## src/rtl/tmr_pkg.sv

```systemverilog
// Shared types and address map for the compare/capture timer.
// Assumes a 3-bit register address; compare channels sit from CMP_BASE up.
package tmr_pkg;

    typedef enum logic [1:0] {
        CLK_OFF      = 2'd0,
        CLK_PRESCALE = 2'd1,
        CLK_EXT_RISE = 2'd2,
        CLK_EXT_FALL = 2'd3
    } clk_src_e;

    typedef struct packed {
        logic     cap_fall;
        logic     cap_sel;
        logic     down;
        clk_src_e src;
    } ctrl_t;

    localparam int          ADDR_W    = 3;
    localparam int          CTRL_W    = $bits(ctrl_t);
    localparam logic [2:0]  AD_CTRL   = 3'd0;
    localparam logic [2:0]  AD_TOP    = 3'd1;
    localparam logic [2:0]  AD_COUNT  = 3'd2;
    localparam logic [2:0]  AD_MASK   = 3'd3;
    localparam logic [2:0]  AD_CLEAR  = 3'd4;
    localparam logic [2:0]  AD_CMP0   = 3'd5;

endpackage

```

## src/rtl/tmr_tick_gen.sv

```systemverilog
// Tick source: internal divider or synchronized external edge.
// Assumes PRE_DIV >= 2 and SYNC_STAGES >= 2; ext_pin is asynchronous.
module tmr_tick_gen
    import tmr_pkg::*;
#(
    parameter int PRE_DIV     = 8,
    parameter int SYNC_STAGES = 2
) (
    input  logic     clk,
    input  logic     rst_n,
    input  clk_src_e src,
    input  logic     ext_pin,
    output logic     tick
);

    localparam int           PW       = $clog2(PRE_DIV);
    localparam logic [PW-1:0] PRE_LAST = PW'(PRE_DIV - 1);

    logic [PW-1:0]          pre_cnt;
    logic [SYNC_STAGES-1:0] ext_sync;
    logic                   ext_prev;
    logic                   ext_rise;
    logic                   ext_fall;

    // Divider runs only while the internal source is chosen.
    always_ff @(posedge clk) begin
        if (!rst_n)                   pre_cnt <= '0;
        else if (src != CLK_PRESCALE) pre_cnt <= '0;
        else if (pre_cnt == PRE_LAST) pre_cnt <= '0;
        else                          pre_cnt <= pre_cnt + 1'b1;
    end

    // Synchronizer chain plus previous level for edge detection.
    always_ff @(posedge clk) begin
        if (!rst_n) begin
            ext_sync <= '0;
            ext_prev <= 1'b0;
        end else begin
            ext_sync <= {ext_sync[SYNC_STAGES-2:0], ext_pin};
            ext_prev <= ext_sync[SYNC_STAGES-1];
        end
    end

    assign ext_rise = ext_sync[SYNC_STAGES-1] & ~ext_prev;
    assign ext_fall = ~ext_sync[SYNC_STAGES-1] & ext_prev;

    // Pick the tick according to the selected source.
    always_comb begin
        unique case (src)
            CLK_PRESCALE: tick = (pre_cnt == PRE_LAST);
            CLK_EXT_RISE: tick = ext_rise;
            CLK_EXT_FALL: tick = ext_fall;
            default:      tick = 1'b0;
        endcase
    end

endmodule

```

## src/rtl/tmr_counter.sv

```systemverilog
// Up/down counter between zero and a programmable limit.
// Assumes ld_en has priority over tick; wrap_step marks a period boundary.
module tmr_counter #(
    parameter int W = 16
) (
    input  logic         clk,
    input  logic         rst_n,
    input  logic         tick,
    input  logic         down,
    input  logic [W-1:0] top,
    input  logic         ld_en,
    input  logic [W-1:0] ld_val,
    output logic [W-1:0] count,
    output logic         wrap_step,
    output logic         stepped
);

    logic at_end;

    assign at_end    = down ? (count == '0) : (count >= top);
    assign wrap_step = tick && !ld_en && at_end;

    // Count register: load, wrap, or single step.
    always_ff @(posedge clk) begin
        if (!rst_n)      count <= '0;
        else if (ld_en)  count <= ld_val;
        else if (tick) begin
            if (at_end)  count <= down ? top : '0;
            else         count <= down ? count - 1'b1 : count + 1'b1;
        end
    end

    // Remembers that the count just moved, for compare evaluation.
    always_ff @(posedge clk) begin
        if (!rst_n) stepped <= 1'b0;
        else        stepped <= tick && !ld_en;
    end

endmodule

```

## src/rtl/tmr_cmp_chan.sv

```systemverilog
// One compare channel with a staged and a live compare value.
// Assumes reload pulses on wrap steps; pass_through when the timer is off.
module tmr_cmp_chan #(
    parameter int W = 16
) (
    input  logic         clk,
    input  logic         rst_n,
    input  logic         wr_en,
    input  logic [W-1:0] wr_val,
    input  logic         pass_through,
    input  logic         reload,
    input  logic         stepped,
    input  logic [W-1:0] count,
    output logic [W-1:0] active,
    output logic         match
);

    logic [W-1:0] staged;

    // Staged value follows every write.
    always_ff @(posedge clk) begin
        if (!rst_n)     staged <= '0;
        else if (wr_en) staged <= wr_val;
    end

    // Live value: direct when stopped, otherwise only at a period boundary.
    always_ff @(posedge clk) begin
        if (!rst_n)                      active <= '0;
        else if (wr_en && pass_through)  active <= wr_val;
        else if (reload)                 active <= staged;
    end

    assign match = stepped && (count == active);

endmodule

```

## src/rtl/tmr_capture.sv

```systemverilog
// Capture path: pin select, synchronizer, glitch filter, edge detect, latch.
// Assumes the pins are asynchronous; FILT_LEN >= 2, SYNC_STAGES >= 2.
module tmr_capture #(
    parameter int W           = 16,
    parameter int SYNC_STAGES = 2,
    parameter int FILT_LEN    = 4
) (
    input  logic         clk,
    input  logic         rst_n,
    input  logic         pin_a,
    input  logic         pin_b,
    input  logic         sel_b,
    input  logic         on_fall,
    input  logic [W-1:0] count,
    output logic         cap_evt,
    output logic [W-1:0] cap_val
);

    logic [1:0]          pins;
    logic [1:0]          synced;
    logic                sample;
    logic [FILT_LEN-1:0] hist;
    logic                filt;
    logic                filt_prev;

    assign pins = {pin_b, pin_a};

    for (genvar p = 0; p < 2; p++) begin : g_sync
        logic [SYNC_STAGES-1:0] chain;
        // Per-pin synchronizer chain.
        always_ff @(posedge clk) begin
            if (!rst_n) chain <= '0;
            else        chain <= {chain[SYNC_STAGES-2:0], pins[p]};
        end
        assign synced[p] = chain[SYNC_STAGES-1];
    end

    assign sample = sel_b ? synced[1] : synced[0];

    // Sample history and filtered level that needs a full run of equal samples.
    always_ff @(posedge clk) begin
        if (!rst_n) begin
            hist      <= '0;
            filt      <= 1'b0;
            filt_prev <= 1'b0;
        end else begin
            hist      <= {hist[FILT_LEN-2:0], sample};
            filt_prev <= filt;
            if (&hist)       filt <= 1'b1;
            else if (~|hist) filt <= 1'b0;
        end
    end

    assign cap_evt = on_fall ? (filt_prev & ~filt) : (filt & ~filt_prev);

    // Capture register takes the count on a qualified edge.
    always_ff @(posedge clk) begin
        if (!rst_n)       cap_val <= '0;
        else if (cap_evt) cap_val <= count;
    end

endmodule

```

## src/rtl/cmpcap_timer.sv

```systemverilog
// Timer top: register file, tick source, counter, compare channels,
// capture channel, sticky flags and masked interrupts.
// Assumes single-cycle writes; flags order: overflow, compares, capture.
module cmpcap_timer
    import tmr_pkg::*;
#(
    parameter int W           = 16,
    parameter int PRE_DIV     = 8,
    parameter int SYNC_STAGES = 2,
    parameter int FILT_LEN    = 4,
    parameter int NUM_CMP     = 2,
    localparam int NFLAG      = NUM_CMP + 2
) (
    input  logic              clk,
    input  logic              rst_n,
    input  logic              wr_en,
    input  logic [ADDR_W-1:0] wr_addr,
    input  logic [W-1:0]      wr_data,
    input  logic              ext_clk_in,
    input  logic              cap_in_a,
    input  logic              cap_in_b,
    output logic [W-1:0]      count_o,
    output logic [W-1:0]      capture_o,
    output logic [NFLAG-1:0]  flags_o,
    output logic [NFLAG-1:0]  irq_o
);

    localparam int FLAG_OVF = 0;
    localparam int FLAG_CAP = NUM_CMP + 1;

    ctrl_t             ctrl_q;
    logic [W-1:0]      top_q;
    logic [NFLAG-1:0]  mask_q;
    logic [NFLAG-1:0]  flags_q;
    logic [NFLAG-1:0]  clr_vec;
    logic [NFLAG-1:0]  set_vec;
    logic              tick;
    logic              count_wr;
    logic              wrap_step;
    logic              stepped;
    logic              cap_evt;
    logic [NUM_CMP-1:0] match;
    logic [W-1:0]      cmp_active [NUM_CMP];

    assign count_wr = wr_en && (wr_addr == AD_COUNT);
    assign clr_vec  = (wr_en && wr_addr == AD_CLEAR) ? wr_data[NFLAG-1:0] : '0;

    // Configuration registers.
    always_ff @(posedge clk) begin
        if (!rst_n) begin
            ctrl_q <= '0;
            top_q  <= '1;
            mask_q <= '0;
        end else if (wr_en) begin
            if (wr_addr == AD_CTRL) ctrl_q <= ctrl_t'(wr_data[CTRL_W-1:0]);
            if (wr_addr == AD_TOP)  top_q  <= wr_data;
            if (wr_addr == AD_MASK) mask_q <= wr_data[NFLAG-1:0];
        end
    end

    tmr_tick_gen #(
        .PRE_DIV     (PRE_DIV),
        .SYNC_STAGES (SYNC_STAGES)
    ) u_tick (
        .clk     (clk),
        .rst_n   (rst_n),
        .src     (ctrl_q.src),
        .ext_pin (ext_clk_in),
        .tick    (tick)
    );

    tmr_counter #(.W(W)) u_cnt (
        .clk       (clk),
        .rst_n     (rst_n),
        .tick      (tick),
        .down      (ctrl_q.down),
        .top       (top_q),
        .ld_en     (count_wr),
        .ld_val    (wr_data),
        .count     (count_o),
        .wrap_step (wrap_step),
        .stepped   (stepped)
    );

    for (genvar i = 0; i < NUM_CMP; i++) begin : g_cmp
        localparam logic [ADDR_W-1:0] CMP_ADDR = AD_CMP0 + ADDR_W'(i);
        tmr_cmp_chan #(.W(W)) u_chan (
            .clk          (clk),
            .rst_n        (rst_n),
            .wr_en        (wr_en && wr_addr == CMP_ADDR),
            .wr_val       (wr_data),
            .pass_through (ctrl_q.src == CLK_OFF),
            .reload       (wrap_step),
            .stepped      (stepped),
            .count        (count_o),
            .active       (cmp_active[i]),
            .match        (match[i])
        );
    end

    tmr_capture #(
        .W           (W),
        .SYNC_STAGES (SYNC_STAGES),
        .FILT_LEN    (FILT_LEN)
    ) u_cap (
        .clk     (clk),
        .rst_n   (rst_n),
        .pin_a   (cap_in_a),
        .pin_b   (cap_in_b),
        .sel_b   (ctrl_q.cap_sel),
        .on_fall (ctrl_q.cap_fall),
        .count   (count_o),
        .cap_evt (cap_evt),
        .cap_val (capture_o)
    );

    // Gather per-event set pulses into flag order.
    always_comb begin
        set_vec                        = '0;
        set_vec[FLAG_OVF]              = wrap_step;
        set_vec[NUM_CMP:1]             = match;
        set_vec[FLAG_CAP]              = cap_evt;
    end

    // Sticky flags: clear by writing one, a same-cycle set wins.
    always_ff @(posedge clk) begin
        if (!rst_n) flags_q <= '0;
        else        flags_q <= (flags_q & ~clr_vec) | set_vec;
    end

    assign flags_o = flags_q;
    assign irq_o   = flags_q & mask_q;

endmodule

```

## config.mk

```make
export PLATFORM = sky130hd
export DESIGN_NAME = cmpcap_timer
export DESIGN_NICKNAME = d
export VERILOG_FILES = /design/src/rtl/tmr_pkg.sv /design/src/rtl/tmr_tick_gen.sv /design/src/rtl/tmr_counter.sv /design/src/rtl/tmr_cmp_chan.sv /design/src/rtl/tmr_capture.sv /design/src/rtl/cmpcap_timer.sv
export SDC_FILE = /design/constraint.sdc
export NUM_CORES = 1
export LEC_CHECK = 0
export ABC_AREA = 0
export CORE_ASPECT_RATIO = 0.9
export CORE_MARGIN = 2
export CORE_UTILIZATION = 45
export CTS_CLUSTER_SIZE = 24
export DETAILED_ROUTE_END_ITERATION = 10
export DONT_BUFFER_PORTS = 1
export PLACE_DENSITY = 0.68
export SKIP_LAST_GASP = 1
export SLEW_MARGIN = 20
export SYNTH_ARGS = -nofsm -noshare
export SYNTH_HDL_FRONTEND = slang
export SYNTH_SLANG_ARGS = --single-unit
```

## constraint.sdc

```tcl
create_clock -name clk -period 5.72 [get_ports clk]
set_input_delay 0.286 -clock clk [delete_from_list [all_inputs] [get_ports clk]]
set_output_delay 0.286 -clock clk [all_outputs]
set_load 0.05 [all_outputs]
```

## Yosys cells after proc, flatten, opt, wreduce, memory -nomap -nowiden

Index checks and enable logic that the tools add are counted.

| operators by class | value |
|---|---|
| $add $sub $neg | 3 |
| order comparisons | 1 |
| equal/unequal tests | 14 |
| mux-type cells | 16 |
| bitwise operators | 13 |
| reductions and logical operators | 23 |

Operators with widths:

| operator | count |
|---|---|
| 16-bit 2-to-1 mux | 9 |
| 16-bit == test | 2 |
| 16-bit by 1-bit adder with 16-bit output (second input constant) | 1 |
| 16-bit greater-or-equal comparator | 1 |
| 16-bit logical NOT | 1 |
| 16-bit by 1-bit subtractor with 16-bit output (second input constant) | 1 |
| 3-bit == test (second input constant) | 4 |
| 1-bit logical AND | 10 |
| 4-bit bitwise AND | 2 |
| 3-bit by 2-bit == test with 1-bit output (second input constant) | 2 |
| 2-bit AND reduction | 3 |
| 2-bit nonzero test | 3 |
| 1-bit 2-to-1 mux | 5 |
| 1-bit NOT | 5 |
| 1-bit bitwise AND | 4 |
| 2-bit == test (second input constant) | 2 |
| 4-bit 2-to-1 mux | 1 |
| 2-bit by 1-bit inequality test with 1-bit output (second input constant) | 2 |
| 4-bit NOT | 1 |
| 4-bit bitwise OR | 1 |
| 4-bit AND reduction | 1 |
| 4-bit OR reduction | 1 |
| 3-bit by 1-bit adder with 3-bit output (second input constant) | 1 |
| 3-bit by 1-bit == test with 1-bit output (second input constant) | 1 |
| other kinds (6) | 6 |

| word-level totals | value |
|---|---|
| flip-flop bits (word level) | 142 |
| input port bits | 25 |
| output and inout port bits | 40 |
| logic and storage cells | 92 |

## Longest topological paths before layout

| logic depth | value |
|---|---|
| depth after elaboration | 7 |
| mapped depth | 11 |
| mapped depth without buffers | 8 |

## By module

A second synthesis with hierarchy kept.

| second synthesis, totals | value |
|---|---|
| cell total of the unflattened synthesis | 822 |
| area, all modules | 7656.1 µm² |

Modules (own cells, without submodules):

| module | instances | cells an instance | area each (µm²) | sequential area each (µm²) |
|---|---|---|---|---|
| tmr_cmp_chan | 2 | 145 | 1520.2 | 640.6 |
| tmr_counter | 1 | 283 | 2102.0 | 340.3 |
| cmpcap_timer | 1 | 132 | 1321.3 | 580.6 |
| tmr_capture | 1 | 98 | 962.2 | 520.5 |
| tmr_tick_gen | 1 | 19 | 230.2 | 120.1 |

## Least setup slack after synthesis

No wires, ideal clock.

| timing | value |
|---|---|
| kind | flip-flop to flip-flop |
| from | register u_cnt.count[0] |
| to | register u_cnt.count[0] |
| data arrival time | 2.945 ns |
| required time | 5.603 ns |
| slack | 2.659 ns |
| stages on the path, launching flop included | 11 |
| buffers on the path | 2 |
| period minus slack after synthesis | 3.061 ns |
| path through | dfxtp_1 clkbuf_1 inv_1 ha_1 nand2b_1 a2111oi_0 o32ai_1 o31ai_1 buf_2 mux2i_1 a22o_1 |

| between the ends | value |
|---|---|
| longest elaborated chain between the ends | 5 |

RTL lines:

| what | line | RTL |
|---|---|---|
| from (decl) | tmr_counter.sv:13 | `output logic [W-1:0] count,` |
| from (signal assigned) | tmr_counter.sv:26 | `else if (ld_en) count <= ld_val;` |
| from (signal assigned) | tmr_counter.sv:28 | `if (at_end) count <= down ? top : '0;` |
| from (signal assigned) | tmr_counter.sv:29 | `else count <= down ? count - 1'b1 : count + 1'b1;` |
| 16-bit by 1-bit adder with 16-bit output (tied with other cells) | tmr_counter.sv:29 |  |
| 16-bit 2-to-1 mux or 1-bit 2-to-1 mux (tied branches) | tmr_counter.sv:29, tmr_counter.sv:20 |  |
| 16-bit 2-to-1 mux * | tmr_counter.sv:28 |  |
| 16-bit 2-to-1 mux * | tmr_counter.sv:27 | `else if (tick) begin` |
| 16-bit 2-to-1 mux * | tmr_counter.sv:26 |  |

Every way passes the cells marked *; elsewhere a longest branch is shown, timed or not. The select of a mux whose other input is x is not followed.
A chain may end at the register's enable or synchronous reset.

## Worst setup path after layout

| timing | value |
|---|---|
| from | register u_cnt.count[0] |
| to | register g_cmp[0].u_chan.active[0] |

| between the ends | value |
|---|---|
| longest elaborated chain between the ends | 4 |

RTL lines:

| what | line | RTL |
|---|---|---|
| 16-bit greater-or-equal comparator or 16-bit logical NOT (tied branches) | tmr_counter.sv:20 | `assign at_end = down ? (count == '0) : (count >= top);` |
| 1-bit 2-to-1 mux * | tmr_counter.sv:20 |  |
| 1-bit logical AND * | tmr_counter.sv:21 | `assign wrap_step = tick && !ld_en && at_end;` |
| 2-bit nonzero test (no line) * | - |  |
| to (signal assigned) | tmr_cmp_chan.sv:29 | `else if (wr_en && pass_through) active <= wr_val;` |
| to (signal assigned) | tmr_cmp_chan.sv:30 | `else if (reload) active <= staged;` |
| to (decl) | tmr_cmp_chan.sv:14 | `output logic [W-1:0] active,` |

Every way passes the cells marked *; elsewhere a longest branch is shown, timed or not.

==> metrics.cfg <==
[run_status]
outcome=completed

[worst_setup_path]
cp_common_cell=buf_4
crit_required_ns=6.00
cp_max_fo=33
worstSetupPathType=reg2reg
path_cells=inv_1 > ha_1 > nand2b_1 > a2111oi_0 > o32ai_1 > o31ai_4 > buf_4 > or2_1 > buf_4 > a211oi_1
cp_slowest_cell=dfxtp_1
cp-end-kind=flop
start_kind=flop
worstPathArrival_ns=3.85
crit_path_max_incr_delay_ns=0.87

[flow_run]
maxCapViolations=0

[routing]
wl_um=22220
drc_errors=0
via_count=6470
post_drt_wl_per_cell_um=20.42
drt_iter0_drc=777
viasPerCell=5.947
drt_first_pass_iters=6
ant_nets=0

[yosys]
ys.flop_type=dfxtp_1
synth_top_cell_by_area=dfxtp_1
synth.top_cell.area_share_pct=39.08
synth_area_leaders=dfxtp_1 39%, nand2_1 6.7%, ha_1 5.5%, a211oi_2 5.0%, xnor2_1 4.8%
synth.avg_cell_area_um2=8.352
yosysWarningCount=0
syn_inst=871
synth_common_cells=142 x dfxtp_1, 129 x nand2_1, 79 x nor2_1, 60 x a21oi_1, 54 x clkbuf_1
ys_seq_area_share_pct=39.08
async_flop_share_pct=0
yosysMostFrequentCell=dfxtp_1
synth_nets=929
ys_ff_latch=142
syn_area_um2=7274
synth_cell_type_count=51
synth-edff-count=0

[die]
dieArea_um2=17200
die_y_um=124.6
die_w_um=138.0
core.rowCount=44
core_um2=15970
io_pins=65
start_util_pct=45.56

[timing]
worstMarginPinSlew_ns=0.9833
slew-limit-headroom_pct=34.35
fin_crit_sh_pct=62.38
clock_skew_ns=0.007618
setup_viol=0
rsz0062_at_grt=no
final.setup.tns_ns=0
slew_violations=0
period_minus_slack_ns=3.568
hold_viol_final=0
hold_slack_ns=0.01223
max_freq_mhz=280.2

[pwr]
p_per_area_nw_per_um2=288.1
power_w=0.002393
vdd_drop_max_uv=266.6
power.leakage_nw=3.158

[cts]
root_buffer=clkbuf_16
ctsHtreeMaxLevel=4
cts_setup_buffers=0
path_clk_slew_ns=0.06
clock_sinks=142
clock_path_buffers=2
cts_buffers=17
clk_latency_ns=0.42
tritoncts=done

[global_route]
grt_first_pass_wirelength_um=34920
grtUsageTotal_pct=25.83
grt_pass1_vias=6062
overflow=0
grt_max_degree=70
antenna_found_initial=0

[layout]
fillers=1507
drive_gt1_share_pct=9.535
nets=928
antennaDiodeCount=0
area_delta_synth_final_pct=14.17

[min_path]
holdCritPathClass=in2reg

[placement]
place_hpwl_um=13810
place.gp.congestion=0.8627
port_buffers=0

[cells by family after synthesis]
kind of cell,synth area share (%)
compound gates,20.04
xor+xnor,5.298
fa+ha+maj,5.779
buf+inv,4.644
flops,39.08
mux,3.853
simple gates,21.31
[report_power, final]
group	leakage [nW]	internal (W)	switching, W
Sequential	1.15	0.00101	0.0000278
Clock	0.295	0.000742	0.000453
Combinational	1.71	0.0000646	0.0000940
Total	3.16	0.00182	0.000575
[flip-flops by register name (all words and copies together), names as in the netlist]
register	count
u_cap.cap_val	16
u_cap.filt	1
flags_o	4
u_cnt.stepped	1
u_tick.ext_prev	1
u_tick.pre_cnt	3
g_cmp.u_chan.active	32
u_cnt.count	16
u_cap.filt_prev	1
u_cap.g_sync.chain	4
u_cap.hist	4
mask_q	4
top_q	16
ctrl_q	5
u_tick.ext_sync	2
g_cmp.u_chan.staged	32
[metrics by stage]
stage	utilization, %	std cells	instance area (µm²)	setup slack, ns
after floorplan	-	871	7274	2.659
after global placement	46.50	1032	7423	2.161
after detailed placement	46.50	1032	7423	2.177
after CTS	51.86	1085	8279	2.159
after global routing	52.02	1088	8305	1.906
final	52.02	1088	8305	2.152
[cell usage in the layout (no fill, tap or decap), types with 4 or more instances in the layout]
cell           instances
o21ai_1                5
and2_1                18
buf_4                 15
a211oi_2              29
mux2i_1               28
clkbuf_16             17
nor3_1                 5
nor2_1                79
a221oi_1               5
o21ai_0               40
and3_1                 7
inv_1                 19
nand3_1               23
nand4_1                9
xor2_1                 4
o31ai_1                7
nand2b_1               5
xnor2_1               40
nor4_1                38
dlygate4sd3_1         25
o21a_1                 7
o221ai_1               5
dfxtp_1              142
ha_1                  32
a211oi_1               7
o211ai_1              22
nand2_1              129
a21oi_1               59
bufinv_16              4
[cell type report]
type / instances / area [µm²] / share of cell area (%)
timing repair buffer: 41 / 367.9 / 4.429
clock buffer: 18 / 439.2 / 5.288
clock inverter: 12 / 186.4 / 2.245
tap: 207 / 259.0 / 3.118
sequential: 142 / 2843 / 34.23
multi-input combinational: 646 / 4128 / 49.70
inverter: 22 / 82.58 / 0.9943
[path summary, 6_finish.rpt]
| check | start | end | slack (ns) | depth (start not counted) |
|---|---|---|---|---|
| min | wr_data[0] | top_q[0] | 0.01 | 2 |
| max reg2reg | u_cnt.count[0] | g_cmp[0].u_chan.active[0] | 2.15 | 10 |
| min reg2reg | u_tick.pre_cnt[0] | u_tick.pre_cnt[0] | 0.42 | 1 |
| max | u_cnt.count[0] | g_cmp[0].u_chan.active[0] | 2.15 | 10 |
[what timing repair did]
item / in CTS / in global routing
hold buffers: 23 / 3
resized for setup: 0 / 0
endpoints found under the hold margin: 60 / 3
[metal layers]
metal	up-vias	wire, µm	global-route usage [%]
met3	38	2235	7.920
met4	0	499	8.944
li1	3106	-	-
met1	3019	9814	36.03
met5	-	0	0
met2	307	9668	37.86
[worst max-delay path, delay by kind of cell (launching register included)]
kind | cells | cell delay, ns
adder cells (fa/ha/maj) | 1 | 0.33
flip-flops | 1 | 0.87
buffers and inverters | 3 | 1.00
AND/OR/NAND/NOR | 2 | 0.29
AO/OA/AOI/OAI | 4 | 0.92
(Power assumes the default switching activity.)
